==> config.mk <==
export PLATFORM = sky130hd
export DESIGN_NAME = zs_suppress
export DESIGN_NICKNAME = d
export VERILOG_FILES = /design/src/rtl/zs_pkg.sv /design/src/rtl/zs_cal_ram.sv /design/src/rtl/zs_hit_fifo.sv /design/src/rtl/zs_suppress.sv
export SDC_FILE = /design/constraint.sdc
export NUM_CORES = 2
export LEC_CHECK = 0
export ABC_AREA = 1
export BUFFER_PORTS_ARGS = -buffer_cell sky130_fd_sc_hd__buf_2
export CAP_MARGIN = 25
export CORE_MARGIN = 4
export CORE_UTILIZATION = 55
export DETAILED_ROUTE_END_ITERATION = 16
export GPL_TIMING_DRIVEN = 1
export PLACE_DENSITY = 0.73
export SYNTH_ARGS = -nofsm -noshare
export SYNTH_HDL_FRONTEND = slang
export SYNTH_SLANG_ARGS = --single-unit
==> constraint.sdc <==
create_clock -name clk -period 6.6 [get_ports clk]
set_input_delay 0.99 -clock clk [delete_from_list [all_inputs] [get_ports clk]]
set_output_delay 0.99 -clock clk [all_outputs]
set_load 0.01 [all_outputs]
==> src/rtl/zs_pkg.sv <==
package zs_pkg;
  typedef enum logic [1:0] {
    CFG_BASE = 2'd0,
    CFG_CUT  = 2'd1,
    CFG_CTRL = 2'd2,
    CFG_NONE = 2'd3
  } cfg_kind_e;
endpackage

==> src/rtl/zs_cal_ram.sv <==
module zs_cal_ram #(
  parameter int AW = 7,
  parameter int DW = 14
) (
  input  logic          clk,
  input  logic          we,
  input  logic [AW-1:0] waddr,
  input  logic [DW-1:0] wdata,
  input  logic [AW-1:0] raddr,
  output logic [DW-1:0] rdata
);
  logic [DW-1:0] mem [2**AW];

  always_ff @(posedge clk) begin
    if (we) mem[waddr] <= wdata;
    rdata <= mem[raddr];
  end
endmodule

==> src/rtl/zs_hit_fifo.sv <==
module zs_hit_fifo #(
  parameter int W     = 32,
  parameter int DEPTH = 16
) (
  input  logic         clk,
  input  logic         rst,
  input  logic         wr_en,
  input  logic [W-1:0] wr_data,
  output logic         full,
  input  logic         rd_en,
  output logic         not_empty,
  output logic [W-1:0] rd_data
);
  localparam int AW = $clog2(DEPTH);

  logic [W-1:0]  mem [DEPTH];
  logic [AW-1:0] wp, rp;
  logic [AW:0]   fill;
  logic          do_wr, do_rd;

  assign full      = (fill == (AW+1)'(DEPTH));
  assign not_empty = (fill != '0);
  assign do_wr     = wr_en && !full;
  assign do_rd     = rd_en && not_empty;
  assign rd_data   = mem[rp];

  always_ff @(posedge clk) begin
    if (do_wr) mem[wp] <= wr_data;
  end

  always_ff @(posedge clk) begin
    if (rst) begin
      wp   <= '0;
      rp   <= '0;
      fill <= '0;
    end else begin
      if (do_wr) wp <= wp + 1'b1;
      if (do_rd) rp <= rp + 1'b1;
      case ({do_wr, do_rd})
        2'b10:   fill <= fill + 1'b1;
        2'b01:   fill <= fill - 1'b1;
        default: fill <= fill;
      endcase
    end
  end
endmodule

==> src/rtl/zs_suppress.sv <==
module zs_suppress
  import zs_pkg::*;
#(
  parameter int NCHAN      = 128,
  parameter int ADC_W      = 14,
  parameter int SAMP_W     = 16,
  parameter int XING_W     = 13,
  parameter int VAL_W      = 12,
  parameter int FIFO_DEPTH = 16,
  parameter int DROP_W     = 16,
  localparam int CH_W      = $clog2(NCHAN),
  localparam int WORD_W    = CH_W + XING_W + VAL_W
) (
  input  logic              clk,
  input  logic              rst,
  input  logic              in_valid,
  input  logic [CH_W-1:0]   in_chan,
  input  logic [XING_W-1:0] in_xing,
  input  logic [SAMP_W-1:0] in_sample,
  input  logic              cfg_we,
  input  logic [1:0]        cfg_kind,
  input  logic [CH_W-1:0]   cfg_chan,
  input  logic [15:0]       cfg_data,
  input  logic              stat_rd,
  output logic              out_valid,
  input  logic              out_ready,
  output logic [WORD_W-1:0] out_data,
  output logic              ovf_flag,
  output logic [DROP_W-1:0] drop_count
);
  cfg_kind_e kind;
  assign kind = cfg_kind_e'(cfg_kind);

  logic             fwd_all;
  logic [ADC_W-1:0] base_q, cut_q;

  always_ff @(posedge clk) begin
    if (rst) fwd_all <= 1'b0;
    else if (cfg_we && kind == CFG_CTRL) fwd_all <= cfg_data[0];
  end

  zs_cal_ram #(.AW(CH_W), .DW(ADC_W)) u_base (
    .clk(clk), .we(cfg_we && kind == CFG_BASE), .waddr(cfg_chan),
    .wdata(cfg_data[ADC_W-1:0]), .raddr(in_chan), .rdata(base_q));

  zs_cal_ram #(.AW(CH_W), .DW(ADC_W)) u_cut (
    .clk(clk), .we(cfg_we && kind == CFG_CUT), .waddr(cfg_chan),
    .wdata(cfg_data[ADC_W-1:0]), .raddr(in_chan), .rdata(cut_q));

  // stage 1: align sample fields with table read
  logic              s1_v;
  logic [CH_W-1:0]   s1_chan;
  logic [XING_W-1:0] s1_xing;
  logic [ADC_W-1:0]  s1_adc;

  always_ff @(posedge clk) begin
    if (rst) s1_v <= 1'b0;
    else     s1_v <= in_valid;
    s1_chan <= in_chan;
    s1_xing <= in_xing;
    s1_adc  <= in_sample[ADC_W-1:0];
  end

  // stage 2: subtract, clamp, compare, saturate
  logic [ADC_W:0]   diff_raw;
  logic [ADC_W-1:0] amp;
  logic [VAL_W-1:0] amp_sat;
  logic             keep;

  always_comb begin
    diff_raw = {1'b0, s1_adc} - {1'b0, base_q};
    amp      = diff_raw[ADC_W] ? '0 : diff_raw[ADC_W-1:0];
    amp_sat  = (|amp[ADC_W-1:VAL_W]) ? '1 : amp[VAL_W-1:0];
    keep     = s1_v && (fwd_all || (amp > cut_q));
  end

  logic              s2_push;
  logic [WORD_W-1:0] s2_word;

  always_ff @(posedge clk) begin
    if (rst) s2_push <= 1'b0;
    else     s2_push <= keep;
    s2_word <= {s1_chan, s1_xing, amp_sat};
  end

  logic fifo_full, drop_evt;

  zs_hit_fifo #(.W(WORD_W), .DEPTH(FIFO_DEPTH)) u_fifo (
    .clk(clk), .rst(rst), .wr_en(s2_push), .wr_data(s2_word),
    .full(fifo_full), .rd_en(out_ready), .not_empty(out_valid),
    .rd_data(out_data));

  assign drop_evt = s2_push && fifo_full;

  always_ff @(posedge clk) begin
    if (rst) begin
      ovf_flag   <= 1'b0;
      drop_count <= '0;
    end else if (stat_rd) begin
      ovf_flag   <= drop_evt;
      drop_count <= drop_evt ? DROP_W'(1) : '0;
    end else if (drop_evt) begin
      ovf_flag <= 1'b1;
      if (drop_count != '1) drop_count <= drop_count + 1'b1;
    end
  end
endmodule

==> reports/metrics.cfg <==
[outcome]
status=completed

[critical_path]
r2r_slack_ps=2980
ff2ff_path_depth=19
crit_arrival_ps=3590
timing_worst_setup_path_type=reg -> out
crit_end=out_data[4]
crit_path_end_kind=primary output
r2r_start=s1_adc[0]
crit_required_ps=5610
path_max_fanout=73
cp-start-kind=flip-flop
worstReg2RegEnd=s2_push

[synth]
synth_top_cell_by_area=edfxtp_1
yosysUniqueCellTypes=34
seq_area_frac_synth_pct=74.10
yosys-top-cells-area=edfxtp_1 (73%), nand3_1 (11%), nand2_1 (8.6%), dfxtp_1 (1.5%), buf_2 (1.5%)
synth_area_um2=169500
yosysWarnings=0
synthCells=13915
avgSynthCellArea_um2=12.18
syn_nets=14022
synth_top_area_share_pct=72.55
ys_ff_latch=4227

[drt]
drt_iter0_drc=16195
wire_per_inst_um=24.57
avgViaCountPerCell=6.067
firstDrtPassIters=9
ant_nets=0
remaining_drc_errors=0
vias=111923
wl_mm=453.3

[finish]
syn2layout_area_growth_pct=11.78
drive_gt1_share_pct=8.507
fillCellCount=22310
layout.nets=14071

[floorplanning]
start_util_pct=55.34
core_area_um2=306300
die_area_um2=317200
fp.dieW_um=563.2
rows=203
io_pins=117
die-height_um=563.2

[timing]
rsz0062_at_grt=no
finalCritPeriodShare_pct=69.46
slew_violations=0
period_minus_slack_ps=4585
final.setup.tns_ps=0
max_freq_mhz=218.1
setup_viol=0
slew_headroom_pct=22.23
fin_skew_ps=63.99
hold_viol=0
worst_pin_slew_ps=1167

[grt]
gr-total-overflow=0
grt_usage_pct=27.79
grt_pass1_vias=104300
grt_max_degree=208
grt_pass1_wl_mm=664.9
antenna_found_initial=12

[place]
io_buffers=112
dpl.hpwl_mm=245.9
gp_congestion=0.8750

[clocking]
clkLatencyLatePin_ps=990
cts_tree=done
cts_resized=0
postCtsSetupBuffers=0
clock_path_buffers=4
h-tree-depth=5
clock-sinks=4227
cts_hold_buffers=0
cts_root_buffer=clkbuf_16
cts_made_buffers=416
clk_pin_slew_ps=60

[power_and_ir_drop]
p_per_area_nw_per_um2=308.4
leakage_nw=66.32
power.total_w=0.05845
ir_drop_v=0.0002606

[worst_hold_path]
hold_depth=1
min_from=in_xing[10]
hold_class=in -> reg

[job]
drv_cap=0

## per-stage QoR
step / hold WS, ps / setup WS, ps / util [%] / std cells / area (µm²)
global placement: 310.3 / 2442 / 57.31 / 17635 / 175600
global route: 97.80 / 1784 / 61.86 / 18438 / 189500
CTS: 60.19 / 1938 / 61.79 / 18411 / 189300
detailed placement: 312.1 / 2388 / 57.35 / 17640 / 175700
floorplan: 309.6 / 3588 / - / 13915 / 169500
finish: 131.6 / 2015 / 61.86 / 18448 / 189500
## critical path: stages, from the launching register on
cell and delay (ps):
dfxtp_4 910, buf_4 770, a21oi_1 140, o21ai_0 110
o21ai_0 110, o211ai_1 220, nand2_1 150, buf_2 180
## kinds of logic (layout without fill, tap and decap cells)
kind of cell | count (synthesis) | after routing | share of synthesized area [%]
and+or+nand+nor | 7865 | 7865 | 20.16
muxes | 128 | 128 | 0.7558
xor gates and xnor gates | 9 | 9 | 0.04650
DFF | 4227 | 4227 | 74.10
other | 0 | 31 | 0
adders and majority gates | 40 | 40 | 0.3041
buffers and inverters | 1165 | 1567 | 3.005
AOI/OAI and AO/OA | 481 | 481 | 1.629
## state kept, by name, summed over array words and instances, names as in the netlist, 7 cells and up, named ones only
register	flops
u_base.rdata	14
s1_adc	14
u_base.mem	1792
u_cut.rdata	14
s1_xing	13
drop_count	16
u_cut.mem	1792
u_fifo.mem	512
s2_word	32
s1_chan	7
## cell usage in the layout, fill, tap and decap left out, types with 14 or more instances in the layout
cell and n:
clkbuf_1 98, nor2_4 16, dfxtp_1 127, nor3_2 17, diode_2 31, buf_2 93
nand4_1 18, clkbuf_16 422, bufinv_16 35, mux2i_1 128, clkinv_1 77, o211ai_1 129
nand2_1 3866, nor2_1 303, nand3_1 3607, o21ai_0 175, inv_1 236, edfxtp_1 4096
clkinvlp_4 14, ha_1 38, buf_12 60, buf_4 370, clkbuf_8 23, clkinv_2 74
a21oi_1 164, buf_8 19
## power breakdown
part / internal [W] / leakage [nW] / switching, W
clock: 0.0134 / 6.62 / 0.0101
combinational: 0.00144 / 21.8 / 0.00351
sequential: 0.0297 / 37.9 / 0.000309
## metal layers
metal	track usage [%]	part of all wire (%)
met1	39.15	38
met2	42.60	46
met3	5.479	12
met4	11.91	4.4
met5	0	0.0029
## worst min-delay path by stage
stage,to
final,s1_xing[10]
after global routing,s1_xing[10]
after CTS,s1_xing[10]
after detailed placement,s2_word[12]
after global placement,s2_word[25]
after floorplan,s2_word[12]
## Yosys cell counts
master    count
buf_1        99
or2_2         5
nand4_1      18
clkinv_1      1
clkbuf_1    295
a21oi_1     164
a32o_1        1
fa_1          2
o21ai_0     175
a31o_2        2
nand3_1    3609
buf_4        23
dfxtp_1     131
o211ai_1    129
nor3_4        1
o21ai_1       1
inv_2         5
ha_1         38
nand3b_1      7
inv_1       239
nor3_1       31
nor4_1        1
nor2_1      326
buf_6         1
xnor2_1       6
edfxtp_1   4096
o21bai_1      2
xor2_1        3
a211oi_1      4
nand2_1    3866
mux2i_1     128
a31oi_1       3
buf_2       502
nand2_2       1
## cell type report
cell class              count  area [µm²]  share of cell area, %
clock inverters           229        2384                  1.258
inverters                 245       957.2                 0.5051
multi-input cells        8523       39140                  20.66
repair buffers            551        4959                  2.617
clock buffers             542       11220                  5.921
well taps                4100        5130                  2.707
flip-flops and latches   4227      125600                  66.30
diodes                     31       77.57                0.04094
(Power assumes the default switching activity.)
